===== src/rtl/dpd_pkg.sv =====
package dpd_pkg;
  localparam int OP_W = 4;
  localparam logic [OP_W-1:0] OP_ADD   = 4'd0;
  localparam logic [OP_W-1:0] OP_SUB   = 4'd1;
  localparam logic [OP_W-1:0] OP_AND   = 4'd2;
  localparam logic [OP_W-1:0] OP_OR    = 4'd3;
  localparam logic [OP_W-1:0] OP_XOR   = 4'd4;
  localparam logic [OP_W-1:0] OP_JUMP  = 4'd5;
  localparam logic [OP_W-1:0] OP_LOAD  = 4'd6;
  localparam logic [OP_W-1:0] OP_STORE = 4'd7;
  localparam logic [OP_W-1:0] OP_FADD  = 4'd8;
  localparam logic [OP_W-1:0] OP_FSUB  = 4'd9;

  function automatic logic is_float_class(input logic [OP_W-1:0] op);
    return (op == OP_FADD) || (op == OP_FSUB);
  endfunction
endpackage


===== src/rtl/dpd_dispatch.sv =====
module dpd_dispatch
  import dpd_pkg::*;
#(
  parameter int TAG_W = 4
) (
  input  logic             clk,
  input  logic             rst,
  input  logic             in_valid,
  input  logic [OP_W-1:0]  in_op,
  input  logic             int_open,
  input  logic             fp_open,
  output logic             in_ready,
  output logic             send_int,
  output logic             send_fp,
  output logic [TAG_W-1:0] cur_tag
);
  logic float_op;
  logic accept;

  assign float_op = is_float_class(in_op);
  assign in_ready = float_op ? fp_open : int_open;
  assign accept   = in_valid && in_ready;
  assign send_int = accept && !float_op;
  assign send_fp  = accept && float_op;

  always_ff @(posedge clk) begin
    if (rst) begin
      cur_tag <= '0;
    end else if (accept) begin
      cur_tag <= cur_tag + 1'b1;
    end
  end
endmodule


===== src/rtl/dpd_delay_chain.sv =====
module dpd_delay_chain #(
  parameter int DEPTH = 4,
  parameter int WIDTH = 8
) (
  input  logic             clk,
  input  logic             rst,
  input  logic             advance,
  input  logic             in_valid,
  input  logic [WIDTH-1:0] in_data,
  output logic             out_valid,
  output logic [WIDTH-1:0] out_data
);
  logic [DEPTH-1:0] stage_v;
  logic [WIDTH-1:0] stage_d [DEPTH];

  for (genvar i = 0; i < DEPTH; i++) begin : g_stage
    logic             src_v;
    logic [WIDTH-1:0] src_d;
    if (i == 0) begin : g_head
      assign src_v = in_valid;
      assign src_d = in_data;
    end else begin : g_body
      assign src_v = stage_v[i-1];
      assign src_d = stage_d[i-1];
    end

    always_ff @(posedge clk) begin
      if (rst) begin
        stage_v[i] <= 1'b0;
      end else if (advance) begin
        stage_v[i] <= src_v;
      end
    end

    always_ff @(posedge clk) begin
      if (advance) begin
        stage_d[i] <= src_d;
      end
    end
  end

  assign out_valid = stage_v[DEPTH-1];
  assign out_data  = stage_d[DEPTH-1];
endmodule


===== src/rtl/dpd_exec_unit.sv =====
module dpd_exec_unit
  import dpd_pkg::*;
#(
  parameter int DATA_W     = 16,
  parameter int REG_W      = 5,
  parameter int TAG_W      = 4,
  parameter bit FLOAT_ONLY = 1'b0
) (
  input  logic              clk,
  input  logic              rst,
  input  logic              advance,
  input  logic              in_valid,
  input  logic [OP_W-1:0]   in_op,
  input  logic [REG_W-1:0]  in_dst,
  input  logic [DATA_W-1:0] in_a,
  input  logic [DATA_W-1:0] in_b,
  input  logic [TAG_W-1:0]  in_tag,
  output logic              out_valid,
  output logic [REG_W-1:0]  out_dst,
  output logic [DATA_W-1:0] out_value,
  output logic [TAG_W-1:0]  out_tag
);
  logic [DATA_W-1:0] result;

  if (FLOAT_ONLY) begin : g_addsub
    // Stand-in for floating-point: integer add or subtract only
    always_comb begin
      if (in_op == OP_FSUB) result = in_a - in_b;
      else                  result = in_a + in_b;
    end
  end else begin : g_alu
    always_comb begin
      unique case (in_op)
        OP_ADD, OP_JUMP, OP_LOAD, OP_STORE, OP_FADD: result = in_a + in_b;
        OP_SUB, OP_FSUB: result = in_a - in_b;
        OP_AND:          result = in_a & in_b;
        OP_OR:           result = in_a | in_b;
        OP_XOR:          result = in_a ^ in_b;
        default:         result = '0;
      endcase
    end
  end

  always_ff @(posedge clk) begin
    if (rst) begin
      out_valid <= 1'b0;
    end else if (advance) begin
      out_valid <= in_valid;
    end
  end

  always_ff @(posedge clk) begin
    if (advance) begin
      out_dst   <= in_dst;
      out_value <= result;
      out_tag   <= in_tag;
    end
  end
endmodule


===== src/rtl/dual_path_dispatch.sv =====
module dual_path_dispatch
  import dpd_pkg::*;
#(
  parameter int DATA_W   = 16,
  parameter int REG_W    = 5,
  parameter int TAG_W    = 4,
  parameter int FP_DEPTH = 4
) (
  input  logic              clk,
  input  logic              rst,
  input  logic              in_valid,
  output logic              in_ready,
  input  logic [3:0]        in_op,
  input  logic [REG_W-1:0]  in_dst,
  input  logic [DATA_W-1:0] in_a,
  input  logic [DATA_W-1:0] in_b,
  input  logic              int_stall,
  output logic              int_valid,
  output logic [REG_W-1:0]  int_dst,
  output logic [DATA_W-1:0] int_value,
  output logic [TAG_W-1:0]  int_tag,
  input  logic              fp_stall,
  output logic              fp_valid,
  output logic [REG_W-1:0]  fp_dst,
  output logic [DATA_W-1:0] fp_value,
  output logic [TAG_W-1:0]  fp_tag
);
  localparam int BUNDLE_W = OP_W + REG_W + 2*DATA_W + TAG_W;

  logic             int_adv, fp_adv;
  logic             send_int, send_fp;
  logic [TAG_W-1:0] cur_tag;

  // A path moves forward unless its held result is refused downstream
  assign int_adv = !(int_valid && int_stall);
  assign fp_adv  = !(fp_valid && fp_stall);

  dpd_dispatch #(.TAG_W(TAG_W)) u_disp (
    .clk      (clk),
    .rst      (rst),
    .in_valid (in_valid),
    .in_op    (in_op),
    .int_open (int_adv),
    .fp_open  (fp_adv),
    .in_ready (in_ready),
    .send_int (send_int),
    .send_fp  (send_fp),
    .cur_tag  (cur_tag)
  );

  dpd_exec_unit #(
    .DATA_W(DATA_W), .REG_W(REG_W), .TAG_W(TAG_W), .FLOAT_ONLY(1'b0)
  ) u_int_exec (
    .clk       (clk),
    .rst       (rst),
    .advance   (int_adv),
    .in_valid  (send_int),
    .in_op     (in_op),
    .in_dst    (in_dst),
    .in_a      (in_a),
    .in_b      (in_b),
    .in_tag    (cur_tag),
    .out_valid (int_valid),
    .out_dst   (int_dst),
    .out_value (int_value),
    .out_tag   (int_tag)
  );

  logic [BUNDLE_W-1:0] chain_in, chain_out;
  logic                chain_v;
  logic [OP_W-1:0]     c_op;
  logic [REG_W-1:0]    c_dst;
  logic [DATA_W-1:0]   c_a, c_b;
  logic [TAG_W-1:0]    c_tag;

  assign chain_in = {in_op, in_dst, in_a, in_b, cur_tag};
  assign {c_op, c_dst, c_a, c_b, c_tag} = chain_out;

  dpd_delay_chain #(.DEPTH(FP_DEPTH), .WIDTH(BUNDLE_W)) u_chain (
    .clk       (clk),
    .rst       (rst),
    .advance   (fp_adv),
    .in_valid  (send_fp),
    .in_data   (chain_in),
    .out_valid (chain_v),
    .out_data  (chain_out)
  );

  dpd_exec_unit #(
    .DATA_W(DATA_W), .REG_W(REG_W), .TAG_W(TAG_W), .FLOAT_ONLY(1'b1)
  ) u_fp_exec (
    .clk       (clk),
    .rst       (rst),
    .advance   (fp_adv),
    .in_valid  (chain_v),
    .in_op     (c_op),
    .in_dst    (c_dst),
    .in_a      (c_a),
    .in_b      (c_b),
    .in_tag    (c_tag),
    .out_valid (fp_valid),
    .out_dst   (fp_dst),
    .out_value (fp_value),
    .out_tag   (fp_tag)
  );
endmodule


===== config.mk =====
export PLATFORM = sky130hd
export DESIGN_NAME = dual_path_dispatch
export DESIGN_NICKNAME = d
export VERILOG_FILES = /design/src/rtl/dpd_pkg.sv /design/src/rtl/dpd_dispatch.sv /design/src/rtl/dpd_delay_chain.sv /design/src/rtl/dpd_exec_unit.sv /design/src/rtl/dual_path_dispatch.sv
export SDC_FILE = /design/constraint.sdc
export NUM_CORES = 1
export LEC_CHECK = 0
export ABC_AREA = 1
export BUFFER_PORTS_ARGS = -buffer_cell sky130_fd_sc_hd__buf_2
export CORE_ASPECT_RATIO = 0.6
export CORE_MARGIN = 8
export CORE_UTILIZATION = 50
export DETAILED_ROUTE_END_ITERATION = 16
export HOLD_SLACK_MARGIN = 0.15
export PLACE_DENSITY = 0.73
export SETUP_SLACK_MARGIN = 0.3
export SYNTH_ARGS = -nofsm -noshare
export SYNTH_HDL_FRONTEND = slang
export SYNTH_HIERARCHICAL = 1
export SYNTH_SLANG_ARGS = --single-unit

===== constraint.sdc =====
create_clock -name clk -period 16.13 [get_ports clk]
set_clock_uncertainty 0.1 [all_clocks]
set_input_delay 3.226 -clock clk [delete_from_list [all_inputs] [get_ports clk]]
set_output_delay 3.226 -clock clk [all_outputs]
set_load 0.005 [all_outputs]

==> results.cfg <==
[synth]
ys_seq_area_frac = 0.648
netlist_area_mm2 = 0.0110
synth_top_area_share = 0.630
most_common_cell_in_the_netlist = edfxtp_1
ys_seq_elements = 240
top_ff_cell_synth = edfxtp_1
synth_area_leaders = edfxtp_1, nand2_1, ha_1
yosysWarningCount = 6
post_synthesis_average_cell_area_um2 = 11.7
post_synth_most_frequent_cells = edfxtp_1, nand2_1, inv_1, nor2_1, ha_1
yosys.cell_types.count = 43
synth_fp_nets = 1046
postSynth.asyncResetShare = 0
synth_edf_count = 230
synth_cells = 933
synth_top_cell_by_area = edfxtp_1

[cts]
cts_buffers = 23
ctsHtreeMaxLevel = 1
clock_sinks = 240
ctsRootBufferMaster = clkbuf_16
post_cts.repair.setup_buffers = 0
clock_insertion_delay_worst_skew_ns = 0.50
clkTransAtPathRegs_ns = 0.06
cts.repair.resized = 0
max-clock-path-buffers = 3
cts_tree = yes
ctsHoldBuffers = 0

[global_routing]
grtUsageMet2 = 0.246
grt-busiest-layer = met2
grt_use_total = 0.154
total_gr_overflow = 0
antenna_violations_before_repair = 3
first_pass_grt_wire_length_mm = 33.9
met3_usage = 0.0379
grt_pass1_vias = 6729
largest_net_degree_at_the_start_of_global_routing = 92
grtUsageMet1 = 0.213

[power]
fin_total_pwr_mw = 1.40
pwr_density_cell_mw_per_mm2 = 113
vdd_ir_drop_max_mv = 0.0693
p_clk_frac = 0.347
cellInternalPower_mw = 1.07
power_switching_uw = 338
seqPwrFrac = 0.533
power_switching_share = 0.240
share_comb_of_total_power = 0.120
p_leak_nw = 5.68

[worst_hold_path]
timing.hold.worst.class = reg2reg

[detailed_routing]
drt_wl_total_mm = 21.0
routedWlPerCell_um = 15.5
avgViaCountPerCell = 5.05
drc = 0
firstDrtPassIters = 5
ant_nets = 0
dr_total_vias = 6838
drt_iter0_drc = 461

[setup_path]
critical_path_peak_fanout = 61
setup.worst_path.class = in2out
cell_breakdown_of_the_critical_path = buf_2 -> nand2_4 -> nand4_1 -> nand2_2 -> buf_2
critPathTopFamily = simple AND/OR/NAND/NOR gates
timing.critical_path.to_type = primary output
cp_data_arrival_time_ns = 4.40
worstPathBufferInverterCount = 2
path_common_cell = buf_2
critical_path.slowest_cell = nand2_4
cp_data_required_time_ns = 12.80
timing.critical_path.slowest_cell_delay_ns = 0.55
worst_setup_start_kind = primary input

[finish]
share_of_the_core_filled_with_cells = 0.572
diodes = 0
final-instance-count-excl-fill = 1353
drive_gt1_frac = 0.159
relative_area_change_from_synthesis_to_final_layout_pct = 13.6
final_nets = 1165

[timing]
worst_slew_margin_rel = 0.306
finalSetupViolations = 0
maxSlewViolCount = 0
grt_setup_unrepaired = false
worstMarginPinSlew_ns = 1.04
fin_setup_tns_ns = 0
period_share = 0.479
setup_slack_ns = 8.41
final.min_clock_period_ns = 7.72
hold_violations = 0
fmax_mhz = 129

[die]
horizontal_die_dimension_um = 207
starting_density_of_the_core = 0.504
dieArea_mm2 = 0.0271
vertical_extent_of_the_die_um = 131
design.core.area_mm2 = 0.0218
placement_rows = 42
ios = 99

[flow_run]
maxCapViolations = 0

[placed_design]
dp_hpwl_mm = 14.9
post_placement_setup_slack_ns = 8.41
placement.io_buffers = 98
numPlacedInstances = 1313
last_weighted_congestion_value_of_the_routability_driven_placer = 0.902

[status]
status = completed
power by group through the flow:
stage	logic [mW]	clock network, mW	registers, mW
finish	0.169	0.488	0.749
global route	0.192	0.526	0.754
CTS	0.169	0.500	0.750
detailed placement	0.168	0	0.762
global placement	0.164	0	0.761
floorplan	0.102	0	0.762
flip-flops by register name, summed over array words and instances (netlist names):
signal / count
u_chain/stage_d: 180
u_fp_exec/out_value: 16
u_int_exec/out_value: 16
u_fp_exec/out_dst: 5
u_int_exec/out_dst: 5
u_disp/cur_tag: 4
u_fp_exec/out_tag: 4
u_int_exec/out_tag: 4
u_chain/g_stage.src_v: 3
u_chain/out_valid: 1
u_fp_exec/out_valid: 1
u_int_exec/out_valid: 1
final timing paths:
| path | to | start | slack, ns | cells past startpoint |
|---|---|---|---|---|
| setup / recovery | in_ready | fp_stall | 8.41 | 5 |
| hold / removal | u_chain/stage_d[2][5] | u_chain/stage_d[1][5] | 0.31 | 0 |
| setup reg to reg | u_fp_exec/out_value[13] | u_chain/stage_d[3][4] | 13.12 | 18 |
| hold reg to reg | u_chain/stage_d[2][5] | u_chain/stage_d[1][5] | 0.31 | 0 |
per-layer routing:
metal  share of wire  wire length (µm)
met5          0.0016                34
met1            0.48              9990
met3           0.070              1470
met2            0.43              9040
met4           0.021               432
layout make-up:
class	count	area [µm²]
Timing Repair Buffer	101	513
Clock inverter	11	65.1
Inverter	124	465
Clock buffer	29	608
Fill cell	1801	9300
Multi-Input combinational cell	562	3340
Tap cell	286	358
Sequential cell	240	7110
kinds of logic (layout without fill, tap and decap cells):
kind of cell,after synthesis,count (layout),synth area share
and+or+nand+nor,386,386,0.153
DFF,240,240,0.648
buffers and inverters,131,265,0.0481
AOI/OAI and AO/OA,78,78,0.0476
adders and majority gates,67,67,0.0778
xor gates and xnor gates,29,29,0.0232
muxes,2,2,0.00183
stage by stage:
step / cell area [µm²] / hold WS (ns)
after CTS: 12500 / 0.315
after global placement: 11800 / 0.300
after floorplan: 11000 / 0.300
after detailed placement: 11800 / 0.305
after global routing: 12500 / 0.321
final: 12500 / 0.309
placed cells by master (no fill, tap or decap), types with 4 or more instances in the layout:
master,netlist,layout
ha_1,65,65
o21ai_0,12,12
or2_2,5,5
xor2_1,24,24
nand2_1,221,220
nand2_2,4,4
xnor2_1,5,5
edfxtp_1,230,230
nor2_1,70,70
clkbuf_1,0,5
a221oi_1,9,9
clkinv_2,0,5
o21ai_2,5,5
o2111ai_1,4,4
dfxtp_1,10,10
clkbuf_16,0,23
a21oi_1,33,33
nor2_2,6,6
nand3b_1,5,5
nand3_1,49,49
buf_2,1,98
inv_1,122,122
nand4_1,11,11
No activity file was read; power rests on OpenSTA's default activity.
